==> config.mk <==
export PLATFORM = sky130hd
export DESIGN_NAME = voice_key_regs
export DESIGN_NICKNAME = d
export VERILOG_FILES = /design/src/rtl/voice_key_pkg.sv /design/src/rtl/vk_index_reg.sv /design/src/rtl/vk_regfile.sv /design/src/rtl/vk_key_ctrl.sv /design/src/rtl/voice_key_regs.sv
export SDC_FILE = /design/constraint.sdc
export NUM_CORES = 2
export LEC_CHECK = 0
export ABC_CLOCK_PERIOD_IN_PS = 2900
export BUFFER_PORTS_ARGS = -buffer_cell sky130_fd_sc_hd__buf_4
export CAP_MARGIN = 20
export CORE_ASPECT_RATIO = 1.1
export CORE_MARGIN = 4
export CORE_UTILIZATION = 40
export CTS_CLUSTER_DIAMETER = 100
export DETAILED_ROUTE_END_ITERATION = 6
export GPL_ROUTABILITY_DRIVEN = 0
export PLACE_DENSITY = 0.59
export SLEW_MARGIN = 20
export SYNTH_ARGS = -nofsm -noshare
export SYNTH_HDL_FRONTEND = slang
export SYNTH_SLANG_ARGS = --single-unit
==> constraint.sdc <==
create_clock -name clk -period 2.9 [get_ports clk]
set_input_delay 0.29 -clock clk [delete_from_list [all_inputs] [get_ports clk]]
set_output_delay 0.29 -clock clk [all_outputs]
set_load 0.03 [all_outputs]
==> src/rtl/voice_key_pkg.sv <==
package voice_key_pkg;

    localparam int NVOICE = 8;
    localparam int DW     = 8;
    localparam int AW     = 7;
    localparam int NREG   = 1 << AW;

    localparam logic [AW-1:0] ADDR_KEYON  = 7'h4C;
    localparam logic [AW-1:0] ADDR_KEYOFF = 7'h5C;
    localparam logic [AW-1:0] ADDR_FLAGS  = 7'h6C;
    localparam logic [AW-1:0] ADDR_END    = 7'h7C;
    localparam logic [AW-1:0] ADDR_NOISE  = 7'h3D;

    localparam logic [DW-1:0] FLAG_MUTE     = 8'h40;
    localparam logic [DW-1:0] FLAG_ECHO_OFF = 8'h20;
    localparam logic [DW-1:0] RATE_MASK     = 8'h1F;
    localparam int            SOFT_RST_BIT  = 7;

    typedef enum logic [2:0] {
        WK_NONE,
        WK_KEYON,
        WK_KEYOFF,
        WK_FLAGS,
        WK_END,
        WK_OTHER
    } wr_kind_t;

    typedef struct packed {
        logic [DW-1:0] keyon;
        logic [DW-1:0] keyoff;
        logic [DW-1:0] endf;
        logic [DW-1:0] flags;
    } glob_regs_t;

    function automatic wr_kind_t classify_write(input logic en, input logic [AW-1:0] a);
        if (!en)                 return WK_NONE;
        else if (a == ADDR_KEYON)  return WK_KEYON;
        else if (a == ADDR_KEYOFF) return WK_KEYOFF;
        else if (a == ADDR_FLAGS)  return WK_FLAGS;
        else if (a == ADDR_END)    return WK_END;
        else                       return WK_OTHER;
    endfunction

    function automatic logic [DW-1:0] flags_after_soft_reset(input logic [DW-1:0] b);
        return FLAG_MUTE | FLAG_ECHO_OFF | (b & RATE_MASK);
    endfunction

    function automatic glob_regs_t glob_reset_value();
        glob_regs_t g;
        g.keyon  = '0;
        g.keyoff = '0;
        g.endf   = '0;
        g.flags  = FLAG_MUTE | FLAG_ECHO_OFF;
        return g;
    endfunction

endpackage

==> src/rtl/vk_index_reg.sv <==
module vk_index_reg #(
    parameter int AW = 7
) (
    input  logic          clk,
    input  logic          rst,
    input  logic          load,
    input  logic [AW-1:0] idx_in,
    output logic [AW-1:0] idx_q
);
    always_ff @(posedge clk) begin
        if (rst)       idx_q <= '0;
        else if (load) idx_q <= idx_in;
    end
endmodule

==> src/rtl/vk_regfile.sv <==
module vk_regfile #(
    parameter int            NREG       = 128,
    parameter int            DW         = 8,
    parameter int            AW         = 7,
    parameter logic [AW-1:0] NOISE_ADDR = 7'h3D
) (
    input  logic          clk,
    input  logic          rst,
    input  logic          we,
    input  logic [AW-1:0] waddr,
    input  logic [DW-1:0] wbyte,
    input  logic [AW-1:0] raddr,
    output logic [DW-1:0] rbyte,
    output logic [DW-1:0] noise_byte
);
    logic [DW-1:0] mem [NREG];

    for (genvar e = 0; e < NREG; e++) begin : g_entry
        always_ff @(posedge clk) begin
            if (rst)
                mem[e] <= '0;
            else if (we && waddr == AW'(e))
                mem[e] <= wbyte;
        end
    end

    assign rbyte      = mem[raddr];
    assign noise_byte = mem[NOISE_ADDR];

    // the noise byte follows a write to its index on the next cycle
    p_noise_follows_r10: assert property (@(posedge clk) disable iff (rst)
        (we && waddr == NOISE_ADDR) |=> (noise_byte == $past(wbyte)));
endmodule

==> src/rtl/vk_key_ctrl.sv <==
module vk_key_ctrl
    import voice_key_pkg::*;
#(
    parameter int NV = NVOICE
) (
    input  logic          clk,
    input  logic          rst,
    input  wr_kind_t      kind,
    input  logic [DW-1:0] wbyte,
    input  logic [NV-1:0] voice_done,
    output glob_regs_t    g_q,
    output logic [NV-1:0] start_q,
    output logic [NV-1:0] rel_q
);
    logic [NV-1:0] keyed_q, pend_q;
    logic [NV-1:0] keyed_n, pend_n, start_n, rel_n;
    glob_regs_t    g_n;

    always_comb begin
        g_n     = g_q;
        keyed_n = keyed_q;
        pend_n  = pend_q;
        start_n = '0;
        rel_n   = '0;
        unique case (kind)
            WK_FLAGS: begin
                if (wbyte[SOFT_RST_BIT]) begin
                    g_n.flags  = flags_after_soft_reset(wbyte);
                    g_n.keyon  = '0;
                    g_n.keyoff = '0;
                    g_n.endf   = '0;
                    keyed_n    = '0;
                    pend_n     = '0;
                end else begin
                    g_n.flags = wbyte;
                end
            end
            WK_END: g_n.endf = '0;
            WK_KEYON: begin
                g_n.keyon = wbyte;
                for (int v = 0; v < NV; v++) begin
                    if (wbyte[v]) begin
                        if (!g_q.keyoff[v]) begin
                            start_n[v]  = 1'b1;
                            keyed_n[v]  = 1'b1;
                            pend_n[v]   = 1'b0;
                            g_n.endf[v] = 1'b0;
                        end else begin
                            pend_n[v] = 1'b1;
                        end
                    end
                end
            end
            WK_KEYOFF: begin
                g_n.keyoff = wbyte;
                for (int v = 0; v < NV; v++) begin
                    if (wbyte[v]) begin
                        if (keyed_q[v]) begin
                            rel_n[v]     = 1'b1;
                            keyed_n[v]   = 1'b0;
                            pend_n[v]    = 1'b0;
                            g_n.keyon[v] = 1'b0;
                        end
                    end else if (pend_q[v]) begin
                        start_n[v]  = 1'b1;
                        keyed_n[v]  = 1'b1;
                        pend_n[v]   = 1'b0;
                        g_n.endf[v] = 1'b0;
                    end
                end
            end
            default: ;
        endcase
        g_n.endf = g_n.endf | voice_done;
    end

    always_ff @(posedge clk) begin
        if (rst) begin
            g_q     <= glob_reset_value();
            keyed_q <= '0;
            pend_q  <= '0;
            start_q <= '0;
            rel_q   <= '0;
        end else begin
            g_q     <= g_n;
            keyed_q <= keyed_n;
            pend_q  <= pend_n;
            start_q <= start_n;
            rel_q   <= rel_n;
        end
    end

    // a voice never starts and releases in the same cycle
    p_start_rel_excl_r12: assert property (@(posedge clk) disable iff (rst)
        (start_q & rel_q) == '0);
    // every started voice is keyed
    p_start_keyed_r3: assert property (@(posedge clk) disable iff (rst)
        (start_q & ~keyed_q) == '0);
    // a released voice is no longer keyed
    p_rel_unkeyed_r5: assert property (@(posedge clk) disable iff (rst)
        (rel_q & keyed_q) == '0);
    // a start leaves its end flag clear unless a done event came along
    p_start_end_clr_r3: assert property (@(posedge clk) disable iff (rst)
        (start_q & g_q.endf & ~$past(voice_done)) == '0);
    // a key-on never starts a voice whose key-off bit was held
    p_deferred_r4: assert property (@(posedge clk) disable iff (rst)
        (kind == WK_KEYON) |=> ((start_q & $past(g_q.keyoff)) == '0));
    // soft reset
    p_soft_reset_r8: assert property (@(posedge clk) disable iff (rst)
        (kind == WK_FLAGS && wbyte[SOFT_RST_BIT]) |=>
        (g_q.keyon == '0 && g_q.keyoff == '0 && g_q.flags[6:5] == 2'b11 &&
         start_q == '0 && rel_q == '0));
    // a host write to the end register leaves it zero when no done event came
    p_end_write_zero_r7: assert property (@(posedge clk) disable iff (rst)
        (kind == WK_END && voice_done == '0) |=> (g_q.endf == '0));
endmodule

==> src/rtl/voice_key_regs.sv <==
module voice_key_regs
    import voice_key_pkg::*;
(
    input  logic          clk,
    input  logic          rst,
    input  logic          idx_we,
    input  logic          data_we,
    input  logic [7:0]    wdata,
    input  logic [7:0]    voice_done,
    output logic [7:0]    rdata,
    output logic [7:0]    voice_start,
    output logic [7:0]    voice_release,
    output logic [7:0]    noise_sel
);
    logic [AW-1:0] idx_q;
    logic          wr_en;
    wr_kind_t      kind;
    glob_regs_t    g_q;
    logic [DW-1:0] rf_byte;

    assign wr_en = data_we & ~idx_we;
    assign kind  = classify_write(wr_en, idx_q);

    vk_index_reg #(.AW(AW)) u_index (
        .clk   (clk),
        .rst   (rst),
        .load  (idx_we),
        .idx_in(wdata[AW-1:0]),
        .idx_q (idx_q)
    );

    vk_regfile #(
        .NREG      (NREG),
        .DW        (DW),
        .AW        (AW),
        .NOISE_ADDR(ADDR_NOISE)
    ) u_regfile (
        .clk       (clk),
        .rst       (rst),
        .we        (wr_en),
        .waddr     (idx_q),
        .wbyte     (wdata),
        .raddr     (idx_q),
        .rbyte     (rf_byte),
        .noise_byte(noise_sel)
    );

    vk_key_ctrl #(.NV(NVOICE)) u_keys (
        .clk       (clk),
        .rst       (rst),
        .kind      (kind),
        .wbyte     (wdata),
        .voice_done(voice_done),
        .g_q       (g_q),
        .start_q   (voice_start),
        .rel_q     (voice_release)
    );

    always_comb begin
        unique case (idx_q)
            ADDR_KEYON:  rdata = g_q.keyon;
            ADDR_KEYOFF: rdata = g_q.keyoff;
            ADDR_FLAGS:  rdata = g_q.flags;
            ADDR_END:    rdata = g_q.endf;
            default:     rdata = rf_byte;
        endcase
    end

    // a plain register reads back the byte just written to it
    p_plain_readback_r2: assert property (@(posedge clk) disable iff (rst)
        (kind == WK_OTHER) |=> (rdata == $past(wdata)));
endmodule

# Word level (Yosys, flattened, before mapping)
# Memories as Yosys holds them, arrays and structs flattened. A register that Yosys moved wholly into a read port is not among the register bits.
# Index checks and enable logic that the tools add are counted.
# classes
n_eq_ne,180
n_mux,675
bitwise_logic,140
n_reduce_logical,164
# ops
operator,count
$mux W8,129
$mux W1,531
$eq A7 B7 Y1 const B,64
$eq A7 B6 Y1 const B,32
$logic_and A1 B1 Y1,128
$or A1 B1 Y1,128
$eq A7 B5 Y1 const B,16
$pmux W8 S3,3
$pmux W8 S4,2
$reduce_and A4 Y1,16
$eq A7 B4 Y1 const B,8
$ne A2 B2 Y1 const B,25
$ne A3 B2 Y1 const B,16
$reduce_and A5 Y1,8
$pmux W8 S2,2
$eq A7 B3 Y1 const B,4
$mux W24,1
$reduce_or A3 Y1,8
$mux W7,3
$ne A2 B1 Y1 const B,8
$eq A7 B2 Y1 const B,2
$mux W3,4
$not A1 Y1,10
$or A8 B8 Y8,1
other kinds (9),10
# word_totals
reg_bits,71
mem_bits_rw,1024
in_bits,20
n_memories,1
# memory_table
name,depth,word_bits,read_ports,rd_clocked_by_memory_dff,write_ports,line,rtl
u_regfile.mem,128,8,2,1,128,vk_regfile.sv:16,logic [DW-1:0] mem [NREG];

# Longest topological paths before layout
# depth
word_depth,9
depth_mapped,11
mapped_depth_nobuf,6

# Modules after synthesis
# From an unflattened synthesis, not the netlist that was laid out.
# hier_totals
hier_cells,3397
area_unflattened_um2,51265.4
# modules_own_cells
mod,instances,cells_per_inst,area_each_um2,seq_area_each_um2
vk_regfile,1,2984,47697.0,30749.5
vk_key_ctrl,1,364,2945.3,1261.2
voice_key_regs,1,27,375.4,0.0
vk_index_reg,1,22,247.7,140.1

# Least setup slack after synthesis
# OpenSTA, ideal clock, no wires.
# synth_path
path_type,register -> output
from,register (tool-made name)
to,output port rdata[1]
arrival_ns,2.613
required_time_ns,2.610
path_slack_ns,-0.003
stages_incl_launch_ff,12
path_cell_list,dfxtp_1 -> buf_6 -> buf_12 -> buf_12 -> buf_8 -> buf_8 -> mux2i_1 -> o221ai_2 -> nand3_1 -> a21oi_1 -> nor4_1 -> nor4_1
# synth_lines
item,line,rtl
"end, declared",voice_key_regs.sv:10,"output logic [7:0] rdata,"

==> results_dict.tcl <==
set metrics [dict create \
    run_status "finished, violations left" \
    violations "setup timing" \
    detail-route-antenna-nets 0 \
    pwr-share-comb_pct 9.6 \
    final_hold_viol_count 0 \
    clk_latency_ns 0.72 \
    rrSetupSlack_ns 0.44 \
    yosys_warnings 0 \
    synth_cell_types 69 \
    highest_count_cells_in_the_layout_ignoring_fill_and_taps "sky130_fd_sc_hd__edfxtp_1, sky130_fd_sc_hd__and3_1, sky130_fd_sc_hd__buf_4" \
    critical_path.endpoint_type "output pin" \
    clock_power_share_pct 39.3 \
    post-route-drc-count 0 \
    cp_data_required_time_ns 2.61 \
    placement_rows 138 \
    ffs_latches_synth 1101 \
    syn_area_sq_um 51700 \
    async_reset_ff_share_pct 0 \
    r2r_end "u_regfile.mem[57][7]" \
    first_iteration_detailed_routing_drc_count 4320 \
    clock_transition_at_the_registers_of_the_reported_paths_ns 0.06 \
    p_per_area_nw_per_um2 585 \
    max-clock-path-buffers 3 \
    cts_tree "yes" \
    fmax_mhz 263 \
    internal_power_mw 26.9 \
    cts_max_level 3 \
    max_cap_viol 0 \
    via_count_of_the_first_global_routing_pass 33500 \
    setup_viol 8 \
    ioPinCount 52 \
    critical_path_arrival_ns 3.51 \
    wl_per_cell_microns 28.7 \
    synth.yosys.seq_area_share_pct 62.4 \
    worst_slew_pin_slew_ns 0.969 \
    routed_wirelength_microns 159000 \
    setup_slack_ns -0.896 \
    vias 33700 \
    r2r.worst_path.cells 5 \
    synthToLayoutAreaGrowth_pct 16.5 \
    p_switching_mw 8.42 \
    min_delay_path_depth 2 \
    dp_worst_setup_slack_ns -0.766 \
    worst_hold_path_ep "u_keys.g_q[26]" \
    drive_gt1_share_pct 24.9 \
    syn-num-nets 3718 \
    die_area_sq_um 135000 \
    cts.sinks 1101 \
    cts_made_buffers 107 \
    gate_count_after_technology_mapping 3698 \
    pwr-share-seq_pct 51.1 \
    globalRouteOverflowTotal 0 \
    max_slew_margin_pct 35.4 \
    grt.total_usage_pct 23.1 \
    worst_r2r_startpoint "u_index.idx_q[5]" \
    postSynthAreaPerCell_sq_um 14.0 \
    pin_count_of_the_biggest_net_entering_global_routing 135 \
    final_min_period_over_clock_period_pct 131 \
    ir_drop_mv 0.501 \
    timing.critical_path.from_type "register" \
    cts_root_buffer "sky130_fd_sc_hd__clkbuf_16" \
    grt_pass1_wl_microns 232000 \
    detail_route.vias_per_cell 6.11 \
    cp_max_fo 5 \
    placed_cell_area_sq_um 55600 \
    min_from "rst" \
    layout.cell_area.non_filler_sq_um 60300 \
    final_core_util_pct 46.8 \
    initial_core_utilization_pct 40.2 \
    synth_edf_count 1024 \
    grt_antenna_before_repair 6 \
    fin_hold_ws_ns 0.0519 \
    rsz0062_at_grt "true" \
    critPathMaxStageDelay_ns 0.52 \
    detailedPlacementHpwl_microns 97300 \
    holdCritPathClass "input port to register" \
    io_buffer_count 51 \
    timing.critical_path.slowest_stage_cell "sky130_fd_sc_hd__mux4_2" \
    fp.dieH_microns 385 \
    detailedRoute.firstPassIterationCount 7 \
    mostFrequentLayoutCell "sky130_fd_sc_hd__edfxtp_1" \
    final_max_slew_viol_count 0 \
    coreArea_sq_um 129000 \
    design.final.nets 3771 \
    die_width_microns 351 \
    power.switching_fraction_pct 23.9 \
    worstSetupPathType "register to output pin" \
    p_leak_nw 25.3 \
    timing.final.crit_period_ns 3.80 \
    skew_ns 0.0222 \
    timing.critical_path.cells "buf_12 -> buf_12 -> mux4_2 -> mux4_2 -> nor2_2 -> a2111oi_2 -> nor4_2 -> buf_4 -> nor4_4 -> buf_4" \
    postSynth.topFlopCell "sky130_fd_sc_hd__edfxtp_1" \
]
-- registers in the layout (all words and copies together), names as in the netlist, named ones only --
signal and cells:
u_keys.start_q 8, u_keys.keyed_q 8, u_index.idx_q 7, u_keys.g_q 31, u_keys.pend_q 8, u_keys.rel_q 8
u_regfile.mem 1024
-- worst max-delay path: cells and delay by family (launching register included) --
kind                   cells  cell delay (ns)
AO/OA/AOI/OAI              1             0.07
flip-flops                 1             0.39
multiplexers               2             1.03
buffers and inverters      4             0.71
AND/OR/NAND/NOR            3             0.58
-- kinds of logic after synthesis --
logic type,synth area share (%)
flops,62.4
mux,12.0
simple gates,15.3
compound gates,5.88
buf+inv,4.46
-- layer usage --
metal	up-vias	wire length, microns	share of wire, %	track usage, %
met5	-	0	0	0
met4	0	4390	2.8	6.72
met3	219	11100	7.0	3.25
met2	1466	77300	49	38.3
met1	17500	65900	42	31.9
li1	14500	-	-	-
-- power by group through the flow --
stage          combinational [mW]  sequential (mW)  clock, mW
2_1_floorplan                1.74             18.3          0
3_3_place_gp                 3.10             18.3          0
3_5_place_dp                 3.11             18.4          0
4_1_cts                      3.34             18.0       14.0
5_1_grt                      3.53             18.1       14.6
6_report                     3.39             18.0       13.9
-- metrics by stage --
step	power, mW	TNS [ns]	instances
final	35.3	-5.98	5523
after global routing	36.2	-6.55	5521
after CTS	35.4	-6.60	5515
after detailed placement	21.5	-3.08	5278
after global placement	21.4	-3.23	5278
after floorplan	20.0	0	3698
-- repair_timing --
| action | in CTS | in global routing |
|---|---|---|
| hold buffers | 9 | 0 |
| endpoints found under the hold margin | 18 | 0 |
| gates resized for setup | 120 | 33 |
| setup buffers | 33 | 6 |
| gates cloned | 6 | 0 |
| pin swaps | 32 | 13 |
| setup endpoints to repair | 8 | 8 |
-- cells in the mapped netlist (4+ instances only) --
library cell	count	area share, %
sky130_fd_sc_hd__dfxtp_1	77	3.0
sky130_fd_sc_hd__clkbuf_1	408	3.0
sky130_fd_sc_hd__a22oi_1	53	0.77
sky130_fd_sc_hd__mux4_1	16	0.81
sky130_fd_sc_hd__a31oi_1	4	0.048
sky130_fd_sc_hd__a22o_1	9	0.15
sky130_fd_sc_hd__nor4_1	12	0.15
sky130_fd_sc_hd__o221ai_1	15	0.25
sky130_fd_sc_hd__nand2b_1	18	0.22
sky130_fd_sc_hd__buf_6	18	0.39
sky130_fd_sc_hd__nor2_1	76	0.55
sky130_fd_sc_hd__nand3b_1	6	0.087
sky130_fd_sc_hd__clkbuf_4	5	0.073
sky130_fd_sc_hd__buf_12	6	0.23
sky130_fd_sc_hd__or2_2	4	0.048
sky130_fd_sc_hd__and3_1	1013	12
sky130_fd_sc_hd__a21o_1	129	1.9
sky130_fd_sc_hd__inv_1	18	0.13
sky130_fd_sc_hd__and2_1	10	0.12
sky130_fd_sc_hd__o21ai_1	8	0.077
sky130_fd_sc_hd__edfxtp_1	1024	59
sky130_fd_sc_hd__nand2_1	78	0.57
sky130_fd_sc_hd__a32oi_1	8	0.14
sky130_fd_sc_hd__o22ai_1	44	0.53
sky130_fd_sc_hd__o311ai_0	4	0.068
sky130_fd_sc_hd__nor3_1	35	0.34
sky130_fd_sc_hd__and3b_1	4	0.068
sky130_fd_sc_hd__a21oi_1	79	0.76
sky130_fd_sc_hd__nor2b_1	17	0.21
sky130_fd_sc_hd__o21ai_0	44	0.43
sky130_fd_sc_hd__o31ai_1	4	0.058
sky130_fd_sc_hd__mux4_2	220	9.6
sky130_fd_sc_hd__or3_1	8	0.097
sky130_fd_sc_hd__buf_4	14	0.20
sky130_fd_sc_hd__mux2i_1	72	1.4
sky130_fd_sc_hd__nand3_1	27	0.26
sky130_fd_sc_hd__mux2_2	9	0.20
sky130_fd_sc_hd__buf_1	4	0.029
sky130_fd_sc_hd__a211oi_1	9	0.13
sky130_fd_sc_hd__buf_2	33	0.32
sky130_fd_sc_hd__and2_0	5	0.060
-- area by class of cell --
type	count	area, sq um
clock buffer	132	2900
timing repair buffer	436	4480
fill	11000	68400
multi-input combinational	2085	17900
clock inverter	66	524
sequential	1101	32300
inverter	20	75.1
tap	1680	2100
antenna	3	7.51
-- how the worst max path moves through the flow --
stage,cells past startpoint,slack [ns],end
final,10,-0.90,rdata[1]
after global routing,10,-0.91,rdata[1]
after CTS,11,-0.90,rdata[1]
after detailed placement,11,-0.77,rdata[6]
after global placement,12,-0.83,rdata[6]
after floorplan,11,0.002,rdata[7]
Power figures use the tool's default switching activity.
